===== src/rtl/mc_pkg.sv =====
package mc_pkg;
    typedef enum logic [1:0] {
        MT_NONE = 2'b00,
        MT_COMP = 2'b01,
        MT_CAP  = 2'b10,
        MT_CONF = 2'b11
    } miss_kind_e;
endpackage


===== src/rtl/mc_set_cache.sv =====
// Tags-only set-associative cache with per-way LRU ages.
// The ages within a set form a permutation: 0 is the most recently used.
// Invalid ways always carry the largest ages, so the victim is simply the oldest way.
module mc_set_cache #(
    parameter int ADDR_W = 8,
    parameter int WAYS   = 2,
    parameter int SETS   = 2
) (
    input  logic              clk,
    input  logic              rst,
    input  logic              acc_en,
    input  logic [ADDR_W-1:0] acc_addr,
    output logic              hit
);
    localparam int AGE_W = (WAYS > 1) ? $clog2(WAYS) : 1;
    localparam int SET_W = (SETS > 1) ? $clog2(SETS) : 1;

    typedef struct packed {
        logic [SETS-1:0][WAYS-1:0]              vld;
        logic [SETS-1:0][WAYS-1:0][ADDR_W-1:0]  tag;
        logic [SETS-1:0][WAYS-1:0][AGE_W-1:0]   age;
    } cache_st_t;

    cache_st_t        st_d, st_q;
    logic [SET_W-1:0] idx;
    logic             hit_any;
    logic [AGE_W-1:0] hit_way, victim, sel;
    logic [AGE_W-1:0] sel_age;

    always_comb begin
        st_d    = st_q;
        idx     = SET_W'(acc_addr % SETS);
        hit_any = 1'b0;
        hit_way = '0;
        victim  = '0;
        // parallel tag comparison across the selected set
        for (int w = 0; w < WAYS; w++) begin
            if (st_q.vld[idx][w] && (st_q.tag[idx][w] == acc_addr)) begin
                hit_any = 1'b1;
                hit_way = AGE_W'(w);
            end
            if (st_q.age[idx][w] == AGE_W'(WAYS - 1)) begin
                victim = AGE_W'(w);
            end
        end
        sel     = hit_any ? hit_way : victim;
        sel_age = st_q.age[idx][sel];
        if (acc_en) begin
            for (int w = 0; w < WAYS; w++) begin
                if (st_q.age[idx][w] < sel_age) begin
                    st_d.age[idx][w] = st_q.age[idx][w] + 1'b1;
                end
            end
            st_d.age[idx][sel] = '0;
            st_d.vld[idx][sel] = 1'b1;
            st_d.tag[idx][sel] = acc_addr;
        end
    end

    always_ff @(posedge clk) begin
        if (rst) begin
            for (int s = 0; s < SETS; s++) begin
                for (int w = 0; w < WAYS; w++) begin
                    st_q.vld[s][w] <= 1'b0;
                    st_q.tag[s][w] <= '0;
                    st_q.age[s][w] <= AGE_W'(w);
                end
            end
        end else begin
            st_q <= st_d;
        end
    end

    assign hit = hit_any;
endmodule


===== src/rtl/mc_seen_map.sv =====
// One bit per block address; set on the first reference.
module mc_seen_map #(
    parameter int ADDR_W = 8
) (
    input  logic              clk,
    input  logic              rst,
    input  logic              mark_en,
    input  logic [ADDR_W-1:0] addr,
    output logic              seen
);
    localparam int DEPTH = 1 << ADDR_W;

    logic [DEPTH-1:0] map_d, map_q;

    always_comb begin
        map_d = map_q;
        if (mark_en) begin
            map_d[addr] = 1'b1;
        end
    end

    always_ff @(posedge clk) begin
        if (rst) begin
            map_q <= '0;
        end else begin
            map_q <= map_d;
        end
    end

    assign seen = map_q[addr];
endmodule


===== src/rtl/miss_classifier.sv =====
module miss_classifier
    import mc_pkg::*;
#(
    parameter int ADDR_W = 8,
    parameter int BLOCKS = 4,
    parameter int WAYS   = 2,
    parameter int CNT_W  = 16
) (
    input  logic              clk,
    input  logic              rst,
    input  logic              ref_stb,
    input  logic [ADDR_W-1:0] ref_addr,
    output logic              res_hit,
    output logic              res_miss,
    output logic [1:0]        res_type,
    output logic [CNT_W-1:0]  cnt_total,
    output logic [CNT_W-1:0]  cnt_comp,
    output logic [CNT_W-1:0]  cnt_cap,
    output logic [CNT_W-1:0]  cnt_conf
);
    localparam int SETS = BLOCKS / WAYS;

    typedef struct packed {
        logic             hit;
        logic             miss;
        miss_kind_e       kind;
        logic [CNT_W-1:0] total;
        logic [CNT_W-1:0] comp;
        logic [CNT_W-1:0] cap;
        logic [CNT_W-1:0] conf;
    } result_t;

    logic    main_hit, shadow_hit, addr_seen;
    result_t res_d, res_q;

    mc_set_cache #(.ADDR_W(ADDR_W), .WAYS(WAYS), .SETS(SETS)) u_main (
        .clk(clk), .rst(rst), .acc_en(ref_stb), .acc_addr(ref_addr), .hit(main_hit)
    );

    mc_set_cache #(.ADDR_W(ADDR_W), .WAYS(BLOCKS), .SETS(1)) u_shadow (
        .clk(clk), .rst(rst), .acc_en(ref_stb), .acc_addr(ref_addr), .hit(shadow_hit)
    );

    mc_seen_map #(.ADDR_W(ADDR_W)) u_seen (
        .clk(clk), .rst(rst), .mark_en(ref_stb), .addr(ref_addr), .seen(addr_seen)
    );

    function automatic logic [CNT_W-1:0] sat_inc(input logic [CNT_W-1:0] v);
        return (v == {CNT_W{1'b1}}) ? v : v + 1'b1;
    endfunction

    always_comb begin
        res_d      = res_q;
        res_d.hit  = 1'b0;
        res_d.miss = 1'b0;
        res_d.kind = MT_NONE;
        if (ref_stb) begin
            if (main_hit) begin
                res_d.hit = 1'b1;
            end else begin
                res_d.miss  = 1'b1;
                res_d.total = sat_inc(res_q.total);
                if (!addr_seen) begin
                    res_d.kind = MT_COMP;
                    res_d.comp = sat_inc(res_q.comp);
                end else if (shadow_hit) begin
                    res_d.kind = MT_CONF;
                    res_d.conf = sat_inc(res_q.conf);
                end else begin
                    res_d.kind = MT_CAP;
                    res_d.cap  = sat_inc(res_q.cap);
                end
            end
        end
    end

    always_ff @(posedge clk) begin
        if (rst) begin
            res_q <= '0;
        end else begin
            res_q <= res_d;
        end
    end

    assign res_hit   = res_q.hit;
    assign res_miss  = res_q.miss;
    assign res_type  = res_q.kind;
    assign cnt_total = res_q.total;
    assign cnt_comp  = res_q.comp;
    assign cnt_cap   = res_q.cap;
    assign cnt_conf  = res_q.conf;
endmodule


===== config.mk =====
export PLATFORM = sky130hd
export DESIGN_NAME = miss_classifier
export DESIGN_NICKNAME = d
export VERILOG_FILES = /design/src/rtl/mc_pkg.sv /design/src/rtl/mc_set_cache.sv /design/src/rtl/mc_seen_map.sv /design/src/rtl/miss_classifier.sv
export SDC_FILE = /design/constraint.sdc
export NUM_CORES = 1
export LEC_CHECK = 0
export ABC_AREA = 1
export BUFFER_PORTS_ARGS = -buffer_cell sky130_fd_sc_hd__buf_2
export CORE_MARGIN = 4
export CORE_UTILIZATION = 25
export DETAILED_ROUTE_END_ITERATION = 16
export HOLD_SLACK_MARGIN = 0.1
export PLACE_DENSITY_LB_ADDON = 0.15
export SLEW_MARGIN = 20
export SYNTH_ARGS = -nofsm -noshare
export SYNTH_HDL_FRONTEND = slang
export SYNTH_SLANG_ARGS = --single-unit

===== constraint.sdc =====
create_clock -name clk -period 3.4 [get_ports clk]
set_clock_uncertainty 0.15 [all_clocks]
set_input_delay 0.34 -clock clk [delete_from_list [all_inputs] [get_ports clk]]
set_output_delay 0.34 -clock clk [all_outputs]
set_load 0.03 [all_outputs]

==> flow_metrics.tcl <==
set metrics [dict create \
    syn_inst 2508 \
    r2r_slack_ps 580 \
    avgViaCountPerCell 4.71 \
    fmax_mhz 326 \
    utilization_pct 30.4 \
    power.internal_mw 8.34 \
    cts_setup_buffers 0 \
    dr_total_vias 16900 \
    path_class "in -> reg" \
    finalHoldViolations 0 \
    die_area_mm2 0.0769 \
    core.rowCount 98 \
    cp.depth 23 \
    ant_nets 0 \
    nets 2633 \
    cpMostUsedCell "nand2_1" \
    io_pins 79 \
    path_delay_family "buffers and inverters" \
    grt_overflow_total 0 \
    fin_hold_ws_ps 196 \
    cts_buffer_depth 3 \
    clockPowerShare_pct 42.7 \
    synth_cell_type_count 46 \
    cts_htree_levels 2 \
    setup.worst_path.end "u_shadow.st_q[2]$_SDFFE_PP1P_" \
    period_minus_slack_ps 3070 \
    critical_path.startpoint "ref_addr[3]" \
    max_stage_delay_ps 530 \
    antennaDiodeCount 0 \
    antenna_found_initial 0 \
    grt_pass1_vias 16400 \
    worstPathArrival_ps 3430 \
    hp-class "in -> reg" \
    synth_area_mm2 0.0181 \
    root_buffer "clkbuf_16" \
    regToRegEndpoint "u_shadow.st_q[2]$_SDFFE_PP1P_" \
    busiest_layer "met2" \
    area_growth_pct 20.4 \
    grt_pass1_wl_um 96400 \
    ir_drop_uv 333 \
    swShare_pct 28.5 \
    rsz0062_at_grt "no" \
    wl_per_cell_um 17.0 \
    cts_buffers 49 \
    die_width_um 277 \
    p_leak_nw 8.11 \
    setup_viol 0 \
    pre_cts_ws_ps 69.0 \
    gp_congestion 0.817 \
    fin_setup_tns_ps 0 \
    dpl.hpwl_um 40500 \
    tightestPinTransition_ps 927 \
    portBuffers 78 \
    drc_errors 0 \
    drive_gt1_share_pct 12.5 \
    syn_nets 2530 \
    die_y_um 277 \
    ys_seq_area_share_pct 45.1 \
    cp-end-kind "register" \
    async_reset_ff_share_pct 0 \
    critical_path.startpoint_type "input pin" \
    synthFlopType "dfxtp_1" \
    grt_use_met3_pct 2.44 \
    p_comb_share_pct 13.6 \
    gr-usage-met1_pct 21.5 \
    first_iter_violations 1145 \
    status "completed" \
    path_cells "dlygate4sd3_1, buf_2, clkinvlp_4, buf_4, nand2_1, o21ai_0, nor2_1, nand2_1, nor2_1, nor2_2, o21ai_0, nand2_1, inv_2, nand2_1, inv_1, a221oi_2, buf_4, ha_1, nand2_1, nand2_1, o21ai_1, nand3_1, nand2_1" \
    cp_max_fo 5 \
    crit_required_ps 3770 \
    core_mm2 0.0717 \
    rr_worst_depth 19 \
    r2r-start "u_shadow.st_q[24]$_SDFFE_PP0P_" \
    groute.usage.overall_pct 15.5 \
    finalMaxSlewViolations 0 \
    power_frac_seq_pct 43.8 \
    start_util_pct 25.3 \
    powerDensity_mw_per_mm2 535 \
    p_switching_mw 3.32 \
    cts_tree "built" \
    dr.pass1.iters 5 \
    hold_start "ref_addr[0]" \
    period_share_pct 90.3 \
    cts.clk_slew.worst_paths_ps 60 \
    wl_um 61300 \
    relSlewSlack_pct 38.2 \
    insertion_delay_ps 600 \
    yosysWarnings 0 \
    fin_ws_ps 331 \
    final.fill_count 7770 \
    avgSynthCellArea_um2 7.23 \
    met2_usage_pct 25.2 \
    clock-sinks 408 \
    max_cap_violations 0 \
    synth-seq-cells 408 \
    crit_buf_inv 7 \
    synth-edff-count 0 \
    slowest_stage "dlygate4sd3_1" \
    grt_max_degree 187 \
]
## timing repair
action,4_1_cts,5_1_grt
hold buffers,9,0
gates resized for setup,0,15
endpoints found under the hold margin,42,0
setup endpoints to repair,0,7
## flip-flops by register name, summed over array words and instances (netlist names), 2 cells and up
name and cells:
u_seen.map_q 256, cnt_comp 16, u_main.st_q 40, cnt_cap 16
cnt_total 16, u_shadow.st_q 44, cnt_conf 16, res_type 2
## metal layers
metal | part of all wire (%) | up-vias | wire (um)
li1 | - | 8459 | -
met1 | 48 | 8070 | 29700
met2 | 45 | 340 | 27800
met3 | 4.4 | 75 | 2680
met4 | 1.9 | 0 | 1140
met5 | 0 | - | 0
## final cells by class
| type | instances | area [um^2] | share of cell area [%] |
|---|---|---|---|
| inverter | 256 | 976 | 4.47 |
| clock inverter | 19 | 146 | 0.671 |
| timing repair buffer | 205 | 1590 | 7.27 |
| clock buffer | 71 | 1360 | 6.23 |
| multi-input combinational | 1691 | 8390 | 38.5 |
| sequential | 408 | 8170 | 37.4 |
| tap | 950 | 1190 | 5.45 |
## cell families after synthesis
kind of cell / synth area share, %
AND/OR/NAND/NOR: 21.8
adder cells (fa/ha/maj): 0.759
XOR/XNOR: 2.90
buffers and inverters: 9.26
multiplexers: 0.0552
flip-flops: 45.1
AO/OA/AOI/OAI: 20.1
## placed cells by master (no fill, tap or decap), types with 11 or more instances in the layout
cell type / instances
nand3_1: 101
nor3_1: 33
nor2_1: 275
ha_1: 11
xor2_1: 45
inv_1: 239
buf_4: 100
dfxtp_1: 408
clkbuf_16: 49
o21ai_1: 26
nor2_2: 11
nor4_1: 11
clkbuf_1: 17
nor3_2: 16
buf_2: 76
buf_12: 16
a22oi_1: 63
nand2_1: 462
clkinv_2: 16
o21ai_0: 111
o22ai_1: 38
nand4_1: 14
a21oi_1: 399
xnor2_1: 15
o221ai_1: 17
## how the worst min path moves through the flow
stage	cells after the start	slack [ps]	to
final	5	200	u_main.st_q[0]$_SDFFE_PP0P_
after detailed placement	2	270	u_main.st_q[4]$_SDFFE_PP0P_
after global routing	5	220	u_main.st_q[0]$_SDFFE_PP0P_
after floorplan	2	260	u_main.st_q[4]$_SDFFE_PP0P_
after global placement	2	280	u_main.st_q[4]$_SDFFE_PP0P_
after CTS	5	160	u_main.st_q[0]$_SDFFE_PP0P_
## power groups by stage
stage               clock network, mW  logic [mW]  registers, mW
floorplan                           0        1.06           5.18
global placement                    0        1.54           5.20
detailed placement                  0        1.55           5.20
CTS                              5.16        1.57           5.10
global route                     5.35        1.80           5.12
finish                           4.98        1.58           5.10
## stage by stage
stage	instances	cell area, um^2	total power [mW]
final	3600	21800	11.7
after global routing	3600	21800	12.3
after CTS	3600	21800	11.8
after detailed placement	3501	20200	6.75
after global placement	3501	20200	6.74
after floorplan	2508	18100	6.24
## worst reg2reg max path, stage by stage (launching register included)
cell      delay, ps
dfxtp_1         380
inv_1            70
nand2_1          60
nand2_1          50
nor2_1          110
nand3_1         100
nor2_2          150
inv_1            70
a21oi_2         190
nand2_2         110
nand2_1          80
inv_1            60
a221oi_2        300
buf_4           170
ha_1            220
nand2_1         110
nand2_1          90
o21ai_1         130
nand3_1          80
nand2_1          70
## synth_stat cells (9+ instances only)
master    number  area [um^2]
nor2_1       279         1050
nand2_1      464         1740
a22oi_1       63          473
o22ai_1       38          238
ha_1          11          138
buf_4         11         82.6
nand3_1      102          510
o221ai_1      17          149
xnor2_1       15          131
xor2_1        45          394
buf_2         46          230
a21oi_1      399         2000
inv_2         10         37.5
nor2_2         9         56.3
nor3_1        49          245
nand4_1       14         87.6
o21ai_0      112          561
inv_1        242          908
o21ai_1       25          125
clkbuf_1      87          327
nor4_1        11         68.8
dfxtp_1      408         8170
No activity file was read; power rests on OpenSTA's default activity.
